--- src/rtl/cfgp_pkg.sv ---
package cfgp_pkg;

    typedef enum logic [2:0] {
        ST_HUNT = 3'd0,
        ST_PRE  = 3'd1,
        ST_LEN  = 3'd2,
        ST_TRL  = 3'd3,
        ST_BODY = 3'd4,
        ST_FIN  = 3'd5,
        ST_ERR  = 3'd6
    } cfgp_state_e;

endpackage

--- src/rtl/cfgp_field_shift.sv ---
module cfgp_field_shift #(
    parameter int W = 24
) (
    input  logic         clk,
    input  logic         rst,
    input  logic         shift_en,
    input  logic         bit_in,
    output logic [W-1:0] value
);

    logic [W-1:0] val_d, val_q;

    always_comb begin
        val_d = val_q;
        if (shift_en) begin
            val_d = {val_q[W-2:0], bit_in};
        end
    end

    always_ff @(posedge clk) begin
        if (rst) begin
            val_q <= '0;
        end else begin
            val_q <= val_d;
        end
    end

    assign value = val_q;

endmodule

--- src/rtl/cfgp_idle_timer.sv ---
module cfgp_idle_timer #(
    parameter int TMO = 16
) (
    input  logic clk,
    input  logic rst,
    input  logic arm,
    input  logic vld,
    output logic expired
);

    localparam int IW = $clog2(TMO + 1);

    logic [IW-1:0] idle_d, idle_q;

    always_comb begin
        expired = arm && !vld && (idle_q == IW'(TMO - 1));
        if (arm && !vld && !expired) begin
            idle_d = idle_q + 1'b1;
        end else begin
            idle_d = '0;
        end
    end

    always_ff @(posedge clk) begin
        if (rst) begin
            idle_q <= '0;
        end else begin
            idle_q <= idle_d;
        end
    end

endmodule

--- src/rtl/cfgp_len_target.sv ---
module cfgp_len_target #(
    parameter int CNT_W      = 26,
    parameter int LEN_W      = 24,
    parameter int TAIL_EXTRA = 7
) (
    input  logic [CNT_W-1:0] cnt_next,
    input  logic [LEN_W-1:0] len,
    output logic             at_end,
    output logic             beyond
);

    logic [CNT_W-1:0] target;

    always_comb begin
        target = {{(CNT_W - LEN_W){1'b0}}, len} + CNT_W'(TAIL_EXTRA);
        at_end = (cnt_next == target);
        beyond = (cnt_next > target);
    end

endmodule

--- src/rtl/cfg_stream_hdr_parser.sv ---
module cfg_stream_hdr_parser
    import cfgp_pkg::*;
#(
    parameter int               LEN_W      = 24,
    parameter int               PRE_W      = 4,
    parameter logic [PRE_W-1:0] PRE_PAT    = 4'b0010,
    parameter int               TRL_W      = 4,
    parameter int               FILL_MIN   = 8,
    parameter int               TAIL_EXTRA = 7,
    parameter int               IDLE_TMO   = 16
) (
    input  logic             clk,
    input  logic             rst,
    input  logic             bit_vld,
    input  logic             bit_in,
    output logic [LEN_W-1:0] len_o,
    output logic             hdr_ok_o,
    output logic             done_o,
    output logic             trl_err_o,
    output logic             len_err_o
);

    // Count must hold length + TAIL_EXTRA without wrapping.
    localparam int CNT_W   = LEN_W + 2;
    localparam int SUB_MAX = (LEN_W > PRE_W) ? ((LEN_W > TRL_W) ? LEN_W : TRL_W)
                                             : ((PRE_W > TRL_W) ? PRE_W : TRL_W);
    localparam int SUB_W   = $clog2(SUB_MAX + 1);

    typedef struct packed {
        cfgp_state_e      st;
        logic [CNT_W-1:0] cnt;
        logic [SUB_W-1:0] sub;
        logic             hdr_ok;
        logic             done;
        logic             trl_err;
        logic             len_err;
    } regs_t;

    regs_t r_d, r_q;

    logic             len_shift;
    logic [LEN_W-1:0] len_val;
    logic             armed;
    logic             tmo_hit;
    logic [CNT_W-1:0] cnt_inc;
    logic             at_end;
    logic             beyond;
    logic             fill_ok;
    logic [PRE_W-1:0] pre_sh;
    logic             pre_bit;

    assign len_shift = bit_vld && (r_q.st == ST_LEN);
    assign armed     = (r_q.st == ST_PRE) || (r_q.st == ST_LEN) ||
                       (r_q.st == ST_TRL) || (r_q.st == ST_BODY);
    assign cnt_inc   = (r_q.cnt == '1) ? r_q.cnt : r_q.cnt + 1'b1;
    assign fill_ok   = (r_q.cnt >= CNT_W'(FILL_MIN));
    assign pre_sh    = PRE_PAT << r_q.sub;
    assign pre_bit   = pre_sh[PRE_W-1];

    cfgp_field_shift #(.W(LEN_W)) u_len (
        .clk      (clk),
        .rst      (rst),
        .shift_en (len_shift),
        .bit_in   (bit_in),
        .value    (len_val)
    );

    cfgp_idle_timer #(.TMO(IDLE_TMO)) u_idle (
        .clk     (clk),
        .rst     (rst),
        .arm     (armed),
        .vld     (bit_vld),
        .expired (tmo_hit)
    );

    cfgp_len_target #(
        .CNT_W      (CNT_W),
        .LEN_W      (LEN_W),
        .TAIL_EXTRA (TAIL_EXTRA)
    ) u_tgt (
        .cnt_next (cnt_inc),
        .len      (len_val),
        .at_end   (at_end),
        .beyond   (beyond)
    );

    always_comb begin
        r_d      = r_q;
        r_d.done = 1'b0;
        if (tmo_hit) begin
            r_d.len_err = 1'b1;
            r_d.st      = ST_ERR;
        end else if (bit_vld) begin
            unique case (r_q.st)
                ST_HUNT: begin
                    if (bit_in) begin
                        r_d.cnt = cnt_inc;
                    end else if (fill_ok) begin
                        // this zero is the first start-pattern bit
                        r_d.st  = ST_PRE;
                        r_d.sub = SUB_W'(1);
                        r_d.cnt = cnt_inc;
                    end else begin
                        r_d.cnt = '0;
                    end
                end
                ST_PRE: begin
                    if (bit_in == pre_bit) begin
                        r_d.cnt = cnt_inc;
                        if (r_q.sub == SUB_W'(PRE_W - 1)) begin
                            r_d.st  = ST_LEN;
                            r_d.sub = '0;
                        end else begin
                            r_d.sub = r_q.sub + 1'b1;
                        end
                    end else begin
                        r_d.st  = ST_HUNT;
                        r_d.cnt = '0;
                        r_d.sub = '0;
                    end
                end
                ST_LEN: begin
                    r_d.cnt = cnt_inc;
                    if (r_q.sub == SUB_W'(LEN_W - 1)) begin
                        r_d.st  = ST_TRL;
                        r_d.sub = '0;
                    end else begin
                        r_d.sub = r_q.sub + 1'b1;
                    end
                end
                ST_TRL: begin
                    if (!bit_in) begin
                        r_d.trl_err = 1'b1;
                        r_d.st      = ST_ERR;
                    end else begin
                        r_d.cnt = cnt_inc;
                        if (r_q.sub == SUB_W'(TRL_W - 1)) begin
                            r_d.hdr_ok = 1'b1;
                            r_d.sub    = '0;
                            if (at_end) begin
                                r_d.done = 1'b1;
                                r_d.st   = ST_FIN;
                            end else if (beyond) begin
                                r_d.len_err = 1'b1;
                                r_d.st      = ST_ERR;
                            end else begin
                                r_d.st = ST_BODY;
                            end
                        end else begin
                            r_d.sub = r_q.sub + 1'b1;
                        end
                    end
                end
                ST_BODY: begin
                    r_d.cnt = cnt_inc;
                    if (at_end) begin
                        r_d.done = 1'b1;
                        r_d.st   = ST_FIN;
                    end
                end
                default: begin
                end
            endcase
        end
    end

    always_ff @(posedge clk) begin
        if (rst) begin
            r_q <= '{st: ST_HUNT, cnt: '0, sub: '0, hdr_ok: 1'b0,
                     done: 1'b0, trl_err: 1'b0, len_err: 1'b0};
        end else begin
            r_q <= r_d;
        end
    end

    assign len_o     = len_val;
    assign hdr_ok_o  = r_q.hdr_ok;
    assign done_o    = r_q.done;
    assign trl_err_o = r_q.trl_err;
    assign len_err_o = r_q.len_err;

endmodule

--- config.mk ---
export PLATFORM = sky130hd
export DESIGN_NAME = cfg_stream_hdr_parser
export DESIGN_NICKNAME = d
export VERILOG_FILES = /design/src/rtl/cfgp_pkg.sv /design/src/rtl/cfgp_field_shift.sv /design/src/rtl/cfgp_idle_timer.sv /design/src/rtl/cfgp_len_target.sv /design/src/rtl/cfg_stream_hdr_parser.sv
export SDC_FILE = /design/constraint.sdc
export NUM_CORES = 1
export LEC_CHECK = 0
export BUFFER_PORTS_ARGS = -buffer_cell sky130_fd_sc_hd__buf_2
export CORE_ASPECT_RATIO = 0.5
export CORE_MARGIN = 2
export CORE_UTILIZATION = 66
export DETAILED_ROUTE_END_ITERATION = 7
export HOLD_SLACK_MARGIN = 0.1
export PLACE_DENSITY = 0.85
export SKIP_CTS_REPAIR_TIMING = 1
export SYNTH_ARGS = -nofsm -noshare
export SYNTH_HDL_FRONTEND = slang
export SYNTH_SLANG_ARGS = --single-unit
--- constraint.sdc ---
create_clock -name clk -period 6.63 [get_ports clk]
set_input_delay 1.326 -clock clk [delete_from_list [all_inputs] [get_ports clk]]
set_output_delay 1.326 -clock clk [all_outputs]
set_load 0.02 [all_outputs]
==> results of run 1 <==
## cells in the final DEF, fill, tap and decap left out, types with 17 or more instances in the layout
cell	netlist	routed
nand2_1	102	102
ha_1	31	31
nor2_1	60	60
nand4_1	17	17
xnor2_1	27	27
nand3_1	25	25
a21oi_1	56	56
xor2_1	21	21
dfxtp_1	67	67
buf_2	8	31
## synthesized netlist by cell type, types with 4 or more instances
cell	count
o21ai_0	9
and3_1	9
nor2b_1	7
a31oi_1	7
nor3_1	13
nand4_1	17
nor4_1	10
and4_1	4
clkbuf_1	23
xor2_1	21
a21oi_1	56
a211oi_1	4
ha_1	31
nand2b_1	4
nand2_1	102
dfxtp_1	67
inv_1	10
a311oi_1	13
nor2_1	60
xnor2_1	27
o21ai_1	7
a22oi_1	7
or3_1	4
nand3_1	25
buf_2	8
o211ai_1	6
## flip-flops by register name, indices dropped and copies added, names as in the netlist
name	cells
done_o	1
hdr_ok_o	1
len_err_o	1
r_q	34
trl_err_o	1
u_idle.idle_q	5
u_len.value	24
## through the flow
step	utilization (%)	setup slack, ns	std cells	power, W	hold slack (ns)
after CTS	75.9	2.25	715	0.000955	0.472
after detailed placement	71.2	2.28	699	0.000443	0.459
after global placement	71.2	2.47	699	0.000443	0.433
after global routing	75.9	1.89	715	0.000981	0.490
after floorplan	-	2.82	608	0.000435	0.418
final	75.9	2.19	715	0.000954	0.461
## kinds of logic after synthesis
family,share of synthesized area [%]
XOR/XNOR,9.35
AO/OA/AOI/OAI,18.7
AND/OR/NAND/NOR,30.6
flip-flops,28.7
buffers and inverters,4.10
adder cells (fa/ha/maj),8.31
multiplexers,0.214
## worst max-delay path by stage
| stage | endpoint | startpoint | depth (start not counted) | slack [ns] |
|---|---|---|---|---|
| 2_1_floorplan | r_q[35] | u_len.value[0] | 17 | 2.82 |
| 3_3_place_gp | r_q[35] | u_len.value[0] | 17 | 2.47 |
| 3_5_place_dp | r_q[35] | u_len.value[0] | 17 | 2.28 |
| 4_1_cts | r_q[35] | u_len.value[0] | 17 | 2.25 |
| 5_1_grt | r_q[35] | u_len.value[0] | 17 | 1.89 |
| 6_report | r_q[35] | u_len.value[0] | 17 | 2.19 |
## critical path: stages (launching register included)
cell and delay (ns):
dfxtp_1 0.40, inv_1 0.09, ha_1 0.22, nand2b_1 0.12
nor2b_1 0.29, and3_1 0.25, nor2b_1 0.28, and4_1 0.30
nand4_1 0.13, xor2_1 0.17, ha_1 0.28, nand3_1 0.17
nor4_1 0.58, and4b_1 0.28, a2bb2oi_1 0.10, a221oi_2 0.34
mux2i_1 0.26, nor3_2 0.05
## cell type report
class                      count  area (um^2)
fill                         548         1630
timing repair buffer          34          178
tap                           92          115
clock inverter                 6         88.8
multi-input combinational    496         3140
sequential                    67         1340
inverter                      10         37.5
clock buffer                  10          229
## power by group through the flow
stage               Clock (W)  Combinational (W)  Sequential [W]
finish               0.000518          0.0000319        0.000404
global route         0.000544          0.0000341        0.000404
CTS                  0.000520          0.0000311        0.000404
detailed placement          0          0.0000307        0.000413
global placement            0          0.0000307        0.000413
floorplan                   0          0.0000222        0.000412
## metal layers
layer  up-vias  global-route usage [%]
met2       208                    50.3
met5         -                       0
met3        18                    9.24
met4         0                    8.19
met1      2164                    49.1
li1       2220                       -
==> impl_metrics.py, run 1 <==
metrics = {
    "flow_run": {
        "max_cap_violations": 0,
    },
    "worst_setup_path": {
        "cp-start-kind": "flop",
        "cp-end-kind": "flop",
        "rr_worst_depth": 17,
        "path_class": "reg2reg",
        "r2r_end": "r_q[35]",
        "worst_ep_arrival_time_ns": 4.65,
        "required_ns": 6.83,
        "rrSetupSlack_ns": 2.19,
        "crit_path_max_fanout": 5,
        "rr_startpoint": "u_len.value[0]",
    },
    "grt": {
        "grt_pass1_wl_mm": 20.7,
        "antenna_found_initial": 0,
        "grt_pass1_vias": 4193,
        "grt_max_degree": 66,
        "overflow": 0,
        "grt_usage_pct": 34.1,
    },
    "floorplanning": {
        "boundaryPins": 32,
        "die-height_um": 63.5,
        "rows": 21,
        "dieArea_um2": 7800,
        "initial_core_util_pct": 69.1,
        "fp.coreArea_um2": 6750,
        "die_w_um": 123,
    },
    "layout": {
        "n_antenna_cell": 0,
        "drive_gt1_share_pct": 10.9,
        "fin_nets": 653,
        "areaGrowthSynthToFinish_pct": 9.78,
        "design_area_um2": 5120,
    },
    "power_and_ir_drop": {
        "p_clk_share_pct": 54.3,
        "peakVddDrop_v": 0.000152,
        "combPwrFrac_pct": 3.3,
        "power_density_nw_per_um2": 186,
        "p_leak_nw": 1.88,
        "intPower_w": 0.000741,
        "p_sw_w": 0.000213,
        "pwr-share-seq_pct": 42.3,
        "p_sw_share_pct": 22.3,
    },
    "status": {
        "outcome": "completed",
    },
    "synthesis": {
        "syn-num-nets": 643,
        "synth_top_area_share_pct": 28.7,
        "ys_seq_area_share_pct": 28.7,
        "syn_avg_cell_area_um2": 7.68,
        "ys_seq_elements": 67,
        "async_flop_share_pct": 0,
        "yosys.area.top_type": "dfxtp_1",
        "postSynthCellCount": 608,
        "synth_edf_count": 0,
        "synth_cell_types": 70,
        "yosys-top-cells-area": "dfxtp_1 29%, ha_1 8.3%, nand2_1 8.2%",
        "yosysWarningCount": 0,
        "synth_area_um2": 4670,
        "synth-main-ff-cell": "dfxtp_1",
    },
    "clock_tree": {
        "cts_buffers": 9,
        "cts.reportedPaths.clkPinSlew_ns": 0.06,
        "clk_path_buf_depth": 2,
        "clk_latency_ns": 0.34,
        "cts-root-buf": "clkbuf_16",
        "htree_levels": 3,
        "cts_sinks": 67,
        "cts_tree": "done",
    },
    "timing": {
        "fmax_mhz": 225,
        "fin_tns_setup_ns": 0,
        "clock_skew_ns": 0.00724,
        "worstMarginPinSlew_ns": 1.12,
        "post-route-min-period_ns": 4.44,
        "drv_slew": 0,
        "relSlewSlack_pct": 25.0,
        "setup_viol": 0,
        "min_period_over_period_pct": 67.0,
        "grt_setup_unrepaired": "no",
        "finalHoldViolCount": 0,
    },
    "route": {
        "ant_nets": 0,
        "viasPerCell": 6.45,
        "vias": 4610,
        "wl_met3_mm": 1.07,
        "wl_met2_mm": 5.33,
        "drtPass1Iterations": 5,
        "routed_wirelength_mm": 12.4,
        "topRoutingLayerUsed": "met4",
        "wl_per_cell_um": 17.4,
        "m1WireLength_mm": 5.90,
        "drt_iter0_drc": 616,
        "drc_errors": 0,
    },
    "place": {
        "placed_area_um2": 4810,
        "port-buffer-count": 31,
        "hpwl_mm": 8.66,
        "place_congestion": 0.955,
    },
    "hold_path": {
        "worstHoldStart": "u_idle.idle_q[0]",
        "hold_depth": 1,
        "min_to": "u_idle.idle_q[0]",
        "hold_class": "reg2reg",
    },
}
(Power assumes the default switching activity.)
==> run 2, diff against run 1 <==
--- a/config.mk
+++ b/config.mk
@@ -5,13 +5,14 @@
 export SDC_FILE = /design/constraint.sdc
 export NUM_CORES = 1
 export LEC_CHECK = 0
+export ABC_AREA = 1
 export BUFFER_PORTS_ARGS = -buffer_cell sky130_fd_sc_hd__buf_2
 export CORE_ASPECT_RATIO = 0.5
 export CORE_MARGIN = 2
-export CORE_UTILIZATION = 66
+export CORE_UTILIZATION = 55
 export DETAILED_ROUTE_END_ITERATION = 7
 export HOLD_SLACK_MARGIN = 0.1
-export PLACE_DENSITY = 0.85
+export PLACE_DENSITY = 0.75
 export SKIP_CTS_REPAIR_TIMING = 1
 export SYNTH_ARGS = -nofsm -noshare
 export SYNTH_HDL_FRONTEND = slang
==> constraint.sdc (replaced) <==
create_clock -name clk -period 3.7 [get_ports clk]
set_input_delay 0.74 -clock clk [delete_from_list [all_inputs] [get_ports clk]]
set_output_delay 0.74 -clock clk [all_outputs]
set_load 0.02 [all_outputs]
==> run 2 against run 1 <==
Compared with the run above: count of clock-buffer cells in the layout fell by 1; clock power rose by 61%; area after synthesis rose by 0.72%; largest cell class unchanged; highest routed layer unchanged.
==> impl_metrics.py, run 2 <==
metrics = {
    "route": {
        "wl_met2_mm": 5.16,
        "drtPass1Iterations": 5,
        "m1WireLength_mm": 5.59,
        "wl_met3_um": 698,
        "drc_errors": 0,
        "topRoutingLayerUsed": "met4",
        "drt_iter0_drc": 391,
        "viasPerCell": 5.47,
        "wl_per_cell_um": 14.0,
        "ant_nets": 0,
        "vias": 4528,
        "routed_wirelength_mm": 11.6,
    },
    "floorplanning": {
        "boundaryPins": 32,
        "dieArea_um2": 9350,
        "initial_core_util_pct": 57.7,
        "fp.coreArea_um2": 8140,
        "rows": 23,
        "die-height_um": 69.4,
        "die_w_um": 135,
    },
    "synthesis": {
        "yosys-top-cells-area": "dfxtp_1 29%, nand2_1 13%, ha_1 8.2%",
        "synth_area_um2": 4700,
        "synth-main-ff-cell": "dfxtp_1",
        "ys_seq_area_share_pct": 28.5,
        "postSynthCellCount": 675,
        "async_flop_share_pct": 0,
        "yosysWarningCount": 0,
        "synth_top_area_share_pct": 28.5,
        "yosysMostFrequentCell": "nand2_1",
        "ys_seq_elements": 67,
        "synth_cell_types": 41,
        "netlist_top_cells_count": "158 x nand2_1, 69 x a21oi_1, 68 x nor2_1",
        "syn-num-nets": 710,
        "yosys.area.top_type": "dfxtp_1",
        "syn_avg_cell_area_um2": 6.97,
        "synth_edf_count": 0,
    },
    "grt": {
        "grt_max_degree": 37,
        "grt_pass1_vias": 4120,
        "grt_pass1_wl_mm": 19.4,
        "antenna_found_initial": 0,
        "grt_usage_pct": 26.0,
        "overflow": 0,
    },
    "worst_setup_path": {
        "rrSetupSlack_ns": 0.23,
        "crit_path_max_fanout": 6,
        "rr_worst_depth": 20,
        "worst_ep_arrival_time_ns": 3.69,
        "required_ns": 3.91,
        "path_class": "reg2reg",
        "rr_startpoint": "u_len.value[0]",
        "cp-start-kind": "flop",
        "cp-end-kind": "flop",
        "r2r_end": "r_q[36]",
    },
    "clock_tree": {
        "cts-root-buf": "clkbuf_16",
        "clk_path_buf_depth": 2,
        "cts_sinks": 67,
        "clk_latency_ns": 0.34,
        "cts.reportedPaths.clkPinSlew_ns": 0.06,
        "cts_tree": "done",
        "cts_buffers": 9,
        "htree_levels": 3,
    },
    "timing": {
        "setup_viol": 0,
        "grt_setup_unrepaired": "yes",
        "clock_skew_ns": 0.00751,
        "post-route-min-period_ns": 3.47,
        "drv_slew": 0,
        "relSlewSlack_pct": 44.5,
        "setup_ws_ns": 0.228,
        "fmax_mhz": 288,
        "worstMarginPinSlew_ns": 0.826,
        "finalHoldViolCount": 0,
        "min_period_over_period_pct": 93.9,
    },
    "flow_run": {
        "max_cap_violations": 0,
    },
    "layout": {
        "fin_nets": 747,
        "n_antenna_cell": 0,
        "areaGrowthSynthToFinish_pct": 13.7,
        "seq_area_um2": 1340,
        "final_common_cell": "nand2_1",
        "multi_input_area_um2": 3060,
        "stdcell_count": 828,
        "largest-register": "r_q",
        "drive_gt1_share_pct": 17.6,
        "largest_reg_flops": 34,
        "fillers": 696,
        "final_cell_mix": "158 x nand2_1, 69 x a21oi_1, 67 x nor2_1, 66 x inv_1, 65 x dfxtp_1",
    },
    "power_and_ir_drop": {
        "p_leak_nw": 2.28,
        "total_power_w": 0.00160,
        "peakVddDrop_v": 0.000247,
        "power_density_nw_per_um2": 299,
    },
    "hold_path": {
        "worstHoldStart": "u_idle.idle_q[0]",
        "hold_class": "reg2reg",
        "min_to": "u_idle.idle_q[0]",
        "hold_depth": 1,
    },
    "status": {
        "outcome": "completed",
    },
    "place": {
        "place_congestion": 0.928,
        "numPlacedInstances": 810,
        "hpwl_mm": 8.72,
        "place_ws_ns": 0.107,
        "port-buffer-count": 31,
    },
}
run 2: report_power, final:
group          internal, W  switching [W]   total, W
combinational    0.0000105      0.0000336  0.0000442
clock             0.000518       0.000314   0.000832
sequential        0.000723    0.000000852   0.000724
run 2: critical path, stage by stage, from the launching register on:
cell,delay (ns)
dfxtp_2,0.34
inv_1,0.07
ha_2,0.21
a21oi_4,0.16
nand4_4,0.12
nor3_4,0.28
nand4_4,0.13
nor3_4,0.23
nand2_2,0.09
nor2_2,0.12
nand3_1,0.09
ha_1,0.30
inv_1,0.04
nor2_1,0.13
nand4_1,0.20
nor3_4,0.26
nand4_4,0.16
nand2_2,0.11
nand2_4,0.08
a21boi_2,0.15
a21oi_2,0.06
run 2: kinds of logic (layout without fill, tap and decap cells):
| family | after synthesis | after routing | synth area share, % |
|---|---|---|---|
| adder cells (fa/ha/maj) | 31 | 31 | 8.25 |
| AND/OR/NAND/NOR | 333 | 333 | 35.2 |
| XOR/XNOR | 38 | 38 | 7.08 |
| buffers and inverters | 90 | 131 | 7.53 |
| flip-flops | 67 | 67 | 28.5 |
| AO/OA/AOI/OAI | 116 | 116 | 13.4 |
run 2: layout make-up:
class | instances | share of cell area, %
flip-flops and latches | 67 | 25.1
clock inverters | 6 | 1.26
repair buffers | 41 | 4.31
well taps | 112 | 2.62
clock buffers | 9 | 4.21
inverters | 75 | 5.27
multi-input cells | 518 | 57.2
run 2: worst max path at each step:
stage / startpoint / end / slack, ns / cells after the start
3_3_place_gp: u_len.value[0] / r_q[36] / 0.24 / 20
5_1_grt: u_len.value[0] / r_q[36] / -0.05 / 20
4_1_cts: u_len.value[0] / r_q[36] / 0.09 / 20
6_report: u_len.value[0] / r_q[36] / 0.23 / 20
3_5_place_dp: u_len.value[0] / r_q[36] / 0.11 / 20
2_1_floorplan: u_len.value[0] / r_q[36] / 0.26 / 20
run 2: layer usage:
metal / vias up / GRT usage, %
met4: 0 / 6.43
met2: 124 / 40.9
li1: 2295 / -
met1: 2091 / 36.0
met3: 18 / 6.14
met5: - / 0
run 2: per-stage QoR:
step / area [um^2] / util [%] / TNS, ns / hold WS (ns)
after detailed placement: 4980 / 61.1 / 0 / 0.435
final: 5350 / 65.6 / 0 / 0.451
after global routing: 5350 / 65.6 / -0.191 / 0.469
after floorplan: 4700 / - / 0 / 0.418
after CTS: 5270 / 64.7 / 0 / 0.454
after global placement: 4980 / 61.1 / 0 / 0.426
